<file path="config.mk">
export PLATFORM = sky130hd
export DESIGN_NAME = ocpProtect
export DESIGN_NICKNAME = d
export VERILOG_FILES = /design/src/rtl/ocp_pkg.sv /design/src/rtl/ocpCounters.sv /design/src/rtl/ocpSequencer.sv /design/src/rtl/ocpProtect.sv
export SDC_FILE = /design/constraint.sdc
export NUM_CORES = 1
export LEC_CHECK = 0
export CAP_MARGIN = 25
export CORE_MARGIN = 1
export CORE_UTILIZATION = 54
export CTS_CLUSTER_DIAMETER = 100
export DETAILED_ROUTE_END_ITERATION = 8
export MAX_ROUTING_LAYER = met4
export PLACE_DENSITY = 0.77
export SLEW_MARGIN = 10
export SYNTH_ARGS = -nofsm -noshare
export SYNTH_HDL_FRONTEND = slang
export SYNTH_SLANG_ARGS = --single-unit
</file>
<file path="constraint.sdc">
create_clock -name clk -period 2.5 [get_ports clk]
set_clock_uncertainty 0.15 [all_clocks]
set_input_delay 0.5 -clock clk [delete_from_list [all_inputs] [get_ports clk]]
set_output_delay 0.5 -clock clk [all_outputs]
set_load 0.05 [all_outputs]
</file>
<file path="src/rtl/ocp_pkg.sv">
package ocp_pkg;

  typedef enum logic [1:0] {
    ST_IDLE  = 2'd0,
    ST_FAULT = 2'd1,
    ST_SHUT  = 2'd2
  } ocpState_t;

  // Strobes from the sequencer to the counter datapath
  typedef struct packed {
    logic persistClr;
    logic persistInc;
    logic shutClr;
    logic shutInc;
  } dpStrobe_t;

endpackage

</file>
<file path="src/rtl/ocpCounters.sv">
module ocpCounters
  import ocp_pkg::*;
#(
  parameter int PERSIST_TICKS = 10,
  parameter int SHUT_TICKS    = 550
) (
  input  logic      clk,
  input  logic      rstN,
  input  dpStrobe_t strobe,
  output logic      persistAtLimit,
  output logic      shutAtLast
);

  localparam int PW = $clog2(PERSIST_TICKS + 1);
  localparam int SW = $clog2(SHUT_TICKS + 1);
  localparam logic [PW-1:0] PERSIST_LIMIT = PW'(PERSIST_TICKS);
  localparam logic [SW-1:0] SHUT_LAST     = SW'(SHUT_TICKS - 1);

  logic [PW-1:0] persistCnt;
  logic [SW-1:0] shutCnt;

  always_ff @(posedge clk) begin
    if (!rstN) begin
      persistCnt <= '0;
    end else if (strobe.persistClr) begin
      persistCnt <= '0;
    end else if (strobe.persistInc) begin
      persistCnt <= persistCnt + 1'b1;
    end
  end

  always_ff @(posedge clk) begin
    if (!rstN) begin
      shutCnt <= '0;
    end else if (strobe.shutClr) begin
      shutCnt <= '0;
    end else if (strobe.shutInc) begin
      shutCnt <= shutCnt + 1'b1;
    end
  end

  assign persistAtLimit = (persistCnt == PERSIST_LIMIT);
  assign shutAtLast     = (shutCnt == SHUT_LAST);

  // persistence count never runs past its window
  assert_persist_bound_R4: assert property (@(posedge clk) disable iff (!rstN)
    persistCnt <= PERSIST_LIMIT);

  // shutdown count never runs past its interval
  assert_shut_bound_R6: assert property (@(posedge clk) disable iff (!rstN)
    shutCnt <= SHUT_LAST);

endmodule

</file>
<file path="src/rtl/ocpSequencer.sv">
module ocpSequencer
  import ocp_pkg::*;
(
  input  logic       clk,
  input  logic       rstN,
  input  logic       ocpPos,
  input  logic       ocpNeg,
  input  logic       gateHi,
  input  logic       tick,
  input  logic       persistAtLimit,
  input  logic       shutAtLast,
  output dpStrobe_t  strobe,
  output logic [1:0] offReq,
  output logic [1:0] xferReq,
  output logic       shutdown,
  output logic       softStart
);

  localparam int SIDES = 2;

  ocpState_t state, stateNext;
  logic [SIDES-1:0] flagIn, flagQ, flagRise;
  logic gateHiQ, periodSeen;
  logic trig, periodEnd, goShut, exitShut, quietPeriod;

  assign flagIn = {ocpPos, ocpNeg};

  for (genvar s = 0; s < SIDES; s++) begin : g_rise
    assign flagRise[s] = flagIn[s] & ~flagQ[s];
  end

  always_comb begin
    trig        = (state != ST_SHUT) && (|flagRise);
    periodEnd   = gateHi && !gateHiQ;
    quietPeriod = periodEnd && !periodSeen && !trig;
    goShut      = 1'b0;
    exitShut    = 1'b0;
    stateNext   = state;
    strobe      = '0;
    unique case (state)
      ST_IDLE: begin
        if (trig) begin
          stateNext         = ST_FAULT;
          strobe.persistClr = 1'b1;
        end
      end
      ST_FAULT: begin
        if (tick && persistAtLimit) begin
          goShut            = 1'b1;
          stateNext         = ST_SHUT;
          strobe.persistClr = 1'b1;
          strobe.shutClr    = 1'b1;
        end else if (quietPeriod) begin
          stateNext         = ST_IDLE;
          strobe.persistClr = 1'b1;
        end else begin
          strobe.persistInc = tick;
        end
      end
      ST_SHUT: begin
        if (tick && shutAtLast) begin
          exitShut  = 1'b1;
          stateNext = ST_IDLE;
        end else begin
          strobe.shutInc = tick;
        end
      end
      default: stateNext = ST_IDLE;
    endcase
  end

  always_ff @(posedge clk) begin
    if (!rstN) begin
      state      <= ST_IDLE;
      flagQ      <= '0;
      gateHiQ    <= 1'b0;
      periodSeen <= 1'b0;
      offReq     <= '0;
      xferReq    <= '0;
      softStart  <= 1'b0;
    end else begin
      state     <= stateNext;
      flagQ     <= flagIn;
      gateHiQ   <= gateHi;
      softStart <= exitShut;
      if (exitShut || goShut) begin
        periodSeen <= 1'b0;
      end else if (periodEnd) begin
        periodSeen <= trig;
      end else if (trig) begin
        periodSeen <= 1'b1;
      end
      offReq  <= (trig && !goShut) ? (gateHi ? 2'b10 : 2'b01) : 2'b00;
      xferReq <= (goShut || state == ST_SHUT) ? 2'b00 : {offReq[0], offReq[1]};
    end
  end

  assign shutdown = (state == ST_SHUT);

  // never both sides switched off by one request
  assert_off_onehot_R2: assert property (@(posedge clk) disable iff (!rstN)
    $onehot0(offReq));

  // a transfer targets the side opposite to the previous off request
  assert_xfer_hi_R3: assert property (@(posedge clk) disable iff (!rstN)
    xferReq[1] |-> $past(offReq[0]));
  assert_xfer_lo_R3: assert property (@(posedge clk) disable iff (!rstN)
    xferReq[0] |-> $past(offReq[1]));

  // no gate requests while shut down
  assert_quiet_shut_R8: assert property (@(posedge clk) disable iff (!rstN)
    shutdown |-> (offReq == 2'b00) && (xferReq == 2'b00));

  // shutdown only begins on a timebase tick
  assert_shut_on_tick_R4: assert property (@(posedge clk) disable iff (!rstN)
    $rose(shutdown) |-> $past(tick));

  // soft start is a single pulse right after shutdown ends
  assert_soft_single_R7: assert property (@(posedge clk) disable iff (!rstN)
    softStart |=> !softStart);
  assert_soft_after_shut_R7: assert property (@(posedge clk) disable iff (!rstN)
    softStart |-> $past(shutdown) && !shutdown);

endmodule

</file>
<file path="src/rtl/ocpProtect.sv">
module ocpProtect
  import ocp_pkg::*;
#(
  parameter int PERSIST_TICKS = 10,
  parameter int SHUT_TICKS    = 550
) (
  input  logic       clk,
  input  logic       rstN,
  input  logic       ocpPos,
  input  logic       ocpNeg,
  input  logic       gateHi,
  input  logic       tick,
  output logic [1:0] offReq,
  output logic [1:0] xferReq,
  output logic       shutdown,
  output logic       softStart
);

  dpStrobe_t strobe;
  logic persistAtLimit, shutAtLast;

  ocpSequencer i_seq (
    .clk            (clk),
    .rstN           (rstN),
    .ocpPos         (ocpPos),
    .ocpNeg         (ocpNeg),
    .gateHi         (gateHi),
    .tick           (tick),
    .persistAtLimit (persistAtLimit),
    .shutAtLast     (shutAtLast),
    .strobe         (strobe),
    .offReq         (offReq),
    .xferReq        (xferReq),
    .shutdown       (shutdown),
    .softStart      (softStart)
  );

  ocpCounters #(
    .PERSIST_TICKS (PERSIST_TICKS),
    .SHUT_TICKS    (SHUT_TICKS)
  ) i_cnt (
    .clk            (clk),
    .rstN           (rstN),
    .strobe         (strobe),
    .persistAtLimit (persistAtLimit),
    .shutAtLast     (shutAtLast)
  );

endmodule

</file>
==> impl_metrics.py, run 1 <==
metrics = {
    "place": {
        "routabilityCongestion": 0.781,
        "place_area_mm2": 0.00132,
        "dp_cells": 166,
        "dp_hpwl_um": 1720,
        "place_ws_ps": 73.8,
        "port-buffer-count": 11,
    },
    "cells_and_area": {
        "ff_latch_area_um2": 500,
        "num_antenna_cells": 0,
        "fillers": 155,
        "area_growth_syn_to_layout_pct": 16.7,
        "finalNonFillerCells": 170,
        "fin_area_mm2": 0.00135,
        "nets": 154,
        "multi_input_area_um2": 616,
        "drive_gt1_frac": 0.0839,
    },
    "critical_path": {
        "timing.rr.end": "i_cnt.persistCnt[3]$_SDFFE_PP0P_",
        "r2r_slack_ps": 520,
        "crit_required_ps": 1850,
        "cp_max_fo": 6,
        "critPathArrivalTime_ps": 1580,
        "critPathCaptureType": "primary output",
        "critPathLaunchType": "flip-flop",
        "reg2reg_from": "i_cnt.persistCnt[0]$_SDFFE_PP0P_",
        "crit_type": "reg -> out",
        "worstRegToRegCells": 6,
    },
    "synthesis": {
        "synth_cell_type_count": 37,
        "syn_nets": 136,
        "syn_inst": 126,
        "synth_top_area_frac": 0.434,
        "async_flop_share": 0,
        "synth-main-ff-cell": "dfxtp_1",
        "synth_compound_area_frac": 0.154,
        "synth_area_mm2": 0.00115,
        "ys_top_cells_by_area": "dfxtp_1 43%, xnor2_1 5.3%, ha_1 4.3%, nor2_1 3.3%, a21oi_1 3.0%",
        "synthMuxAreaShare": 0,
        "synthAdderAreaFrac": 0.0434,
        "avgSynthCellArea_um2": 9.15,
        "synth_top_family_by_area": "simple AND/OR/NAND/NOR gates",
        "synth-seq-area-share": 0.434,
        "synth_xor_area_frac": 0.0532,
        "yosysWarnings": 0,
        "post-synth-top-area-cell": "dfxtp_1",
        "synth-edff-count": 0,
        "ys_ff_latch": 25,
        "yosys.area_share.simple": 0.283,
    },
    "worst_hold_path": {
        "hold_path_depth": 1,
        "hp-class": "reg -> reg",
        "worstHoldStart": "i_seq.offReq[0]$_SDFF_PN0_",
        "hold_path_end": "i_seq.xferReq[1]$_SDFF_PP0_",
    },
    "pwr": {
        "p_sw_frac": 0.247,
        "switching_power_w": 0.000164,
        "p_int_w": 0.000500,
        "p_comb_frac": 0.106,
        "seq_power_share": 0.623,
        "clockPowerShare": 0.271,
        "peakVddDrop_v": 0.000330,
        "cellLeakagePower_nw": 0.490,
        "powerDensity_mw_per_mm2": 494,
    },
    "cts": {
        "cts_made_buffers": 3,
        "clk_pin_slew_ps": 130,
        "cts_sinks": 25,
        "postCtsSetupRepairBufs": 0,
        "cts.htree.levels": 1,
        "cts_resized": 1,
        "root_buffer": "clkbuf_4",
        "clock_latency_ps": 310,
        "clockBufferDepth": 2,
        "cts_hold_buf": 0,
        "cts_tree": "yes",
    },
    "timing": {
        "min_period_ps": 2230,
        "setup_tns_ps": 0,
        "timing.final.crit_share": 0.892,
        "rsz0062_at_grt": "no",
        "finalMaxSlewViolations": 0,
        "setup_ws_ps": 269,
        "setup_violations": 0,
        "tightest_slew_ps": 587,
        "slew_headroom": 0.608,
        "final_hold_viol_count": 0,
        "fmax_mhz": 448,
        "fin_hold_ws_ps": 340,
    },
    "floorplan": {
        "die-area_mm2": 0.00232,
        "io_pins": 12,
        "rows": 16,
        "die_x_um": 48.2,
        "start_util": 0.581,
        "die_y_um": 48.2,
        "core_mm2": 0.00198,
    },
    "status": {
        "outcome": "finished, final reports clean",
    },
    "drt": {
        "ant_nets": 0,
        "via_count": 939,
        "totalWireLength_um": 2190,
        "drcViolationCount": 0,
        "viasPerCell": 5.52,
        "wire_per_inst_um": 12.9,
        "drt_first_pass_iters": 4,
        "drtIter0Drc": 20,
    },
    "grt": {
        "grt_overflow": 0,
        "antenna_found_initial": 0,
        "grt_max_degree": 16,
        "gr-usage-all-layers": 0.229,
        "grt_pass1_vias": 862,
        "grt_pass1_wl_um": 3590,
    },
    "run": {
        "maxCapViolCount": 0,
    },
}
==> critical path: stages (launching register included) <==
cell           delay [ps]
dfxtp_1               360
inv_1                 110
nand2_1               150
inv_1                 100
dlygate4sd2_1         530
==> cells in the final DEF (no fill, tap or decap), drive strengths merged, types with 3 or more instances in the layout <==
cell,synthesis,layout
and2,4,4
nand3,4,4
o21ai,5,5
or4,3,3
o31ai,3,3
clkdlybuf4s50,0,10
nand4,3,3
a21oi,7,7
and3,4,4
ha,4,4
buf,1,4
xnor2,7,7
nand2,9,9
clkbuf,1,3
nor2,10,10
inv,7,7
dfxtp,25,25
nor4,4,4
and4b,3,3
==> per-layer routing <==
metal	GRT usage	routed length (um)
met3	0.0333	37
met2	0.403	1150
met5	-	0
met1	0.268	1000
met4	0.0667	0
==> state kept, by name, indices dropped and copies added, names as in the netlist <==
register          flops
i_seq.softStart       1
i_seq.periodSeen      1
i_seq.flagQ           2
i_seq.state           2
i_seq.xferReq         2
i_seq.gateHiQ         1
i_cnt.shutCnt        10
i_cnt.persistCnt      4
i_seq.offReq          2
==> cells in the mapped netlist, drive strengths merged (2+ instances only) <==
| master | n |
|---|---|
| a21oi | 7 |
| a311oi | 2 |
| a31o | 2 |
| a31oi | 2 |
| and2 | 4 |
| and3 | 4 |
| and4b | 3 |
| dfxtp | 25 |
| ha | 4 |
| inv | 7 |
| nand2 | 9 |
| nand2b | 2 |
| nand3 | 4 |
| nand3b | 2 |
| nand4 | 3 |
| nor2 | 10 |
| nor3b | 2 |
| nor4 | 4 |
| o21ai | 5 |
| o31ai | 3 |
| or4 | 3 |
| xnor2 | 7 |
==> area by class of cell <==
type | instances | share of cell area
clock buffers | 3 | 0.0167
clock inverters | 1 | 0.00558
inverters | 7 | 0.0195
multi-input cells | 92 | 0.458
flip-flops and latches | 25 | 0.372
well taps | 27 | 0.0251
repair buffers | 15 | 0.103
==> power groups by stage <==
stage                     sequential, W  combinational, W  clock [W]
final                          0.000413         0.0000706   0.000180
after global routing           0.000415         0.0000777   0.000198
after CTS                      0.000414         0.0000710   0.000188
after detailed placement       0.000422         0.0000706          0
after global placement         0.000421         0.0000681          0
after floorplan                0.000431         0.0000323          0
==> cells by family after synthesis <==
| logic type | after synthesis |
|---|---|
| xor+xnor | 7 |
| compound gates | 26 |
| simple gates | 55 |
| buf+inv | 9 |
| flops | 25 |
| fa+ha+maj | 4 |
==> through the flow <==
stage,util,total power [W]
after global placement,0.664,0.000489
after detailed placement,0.664,0.000493
after global routing,0.679,0.000690
after floorplan,-,0.000463
final,0.679,0.000664
after CTS,0.679,0.000672
==> worst max-delay path by stage <==
stage,cells after the start,startpoint,slack [ps],endpoint
floorplan,6,i_cnt.persistCnt[0]$_SDFFE_PP0P_,660,i_cnt.persistCnt[3]$_SDFFE_PP0P_
global placement,6,gateHi,140,i_cnt.persistCnt[1]$_SDFFE_PP0P_
finish,4,i_seq.state[0]$_SDFFE_PN0P_,270,shutdown
global route,4,i_seq.state[0]$_SDFFE_PN0P_,140,shutdown
detailed placement,6,gateHi,70,i_cnt.persistCnt[1]$_SDFFE_PP0P_
CTS,4,i_seq.state[0]$_SDFFE_PN0P_,260,shutdown
Power figures use the tool's default switching activity.
==> run 2, diff against run 1 <==
Settings changed: SLEW_MARGIN 10 to 20.
==> results of run 2 <==
No change in the layout: final DEF, timing and power equal those of run 1.
==> run 3, diff against run 2 <==
Settings changed: HOLD_SLACK_MARGIN from default to 0.02, SLEW_MARGIN 20 to 5.
==> results of run 3 <==
No change in the layout: final DEF, timing and power equal those of run 1.
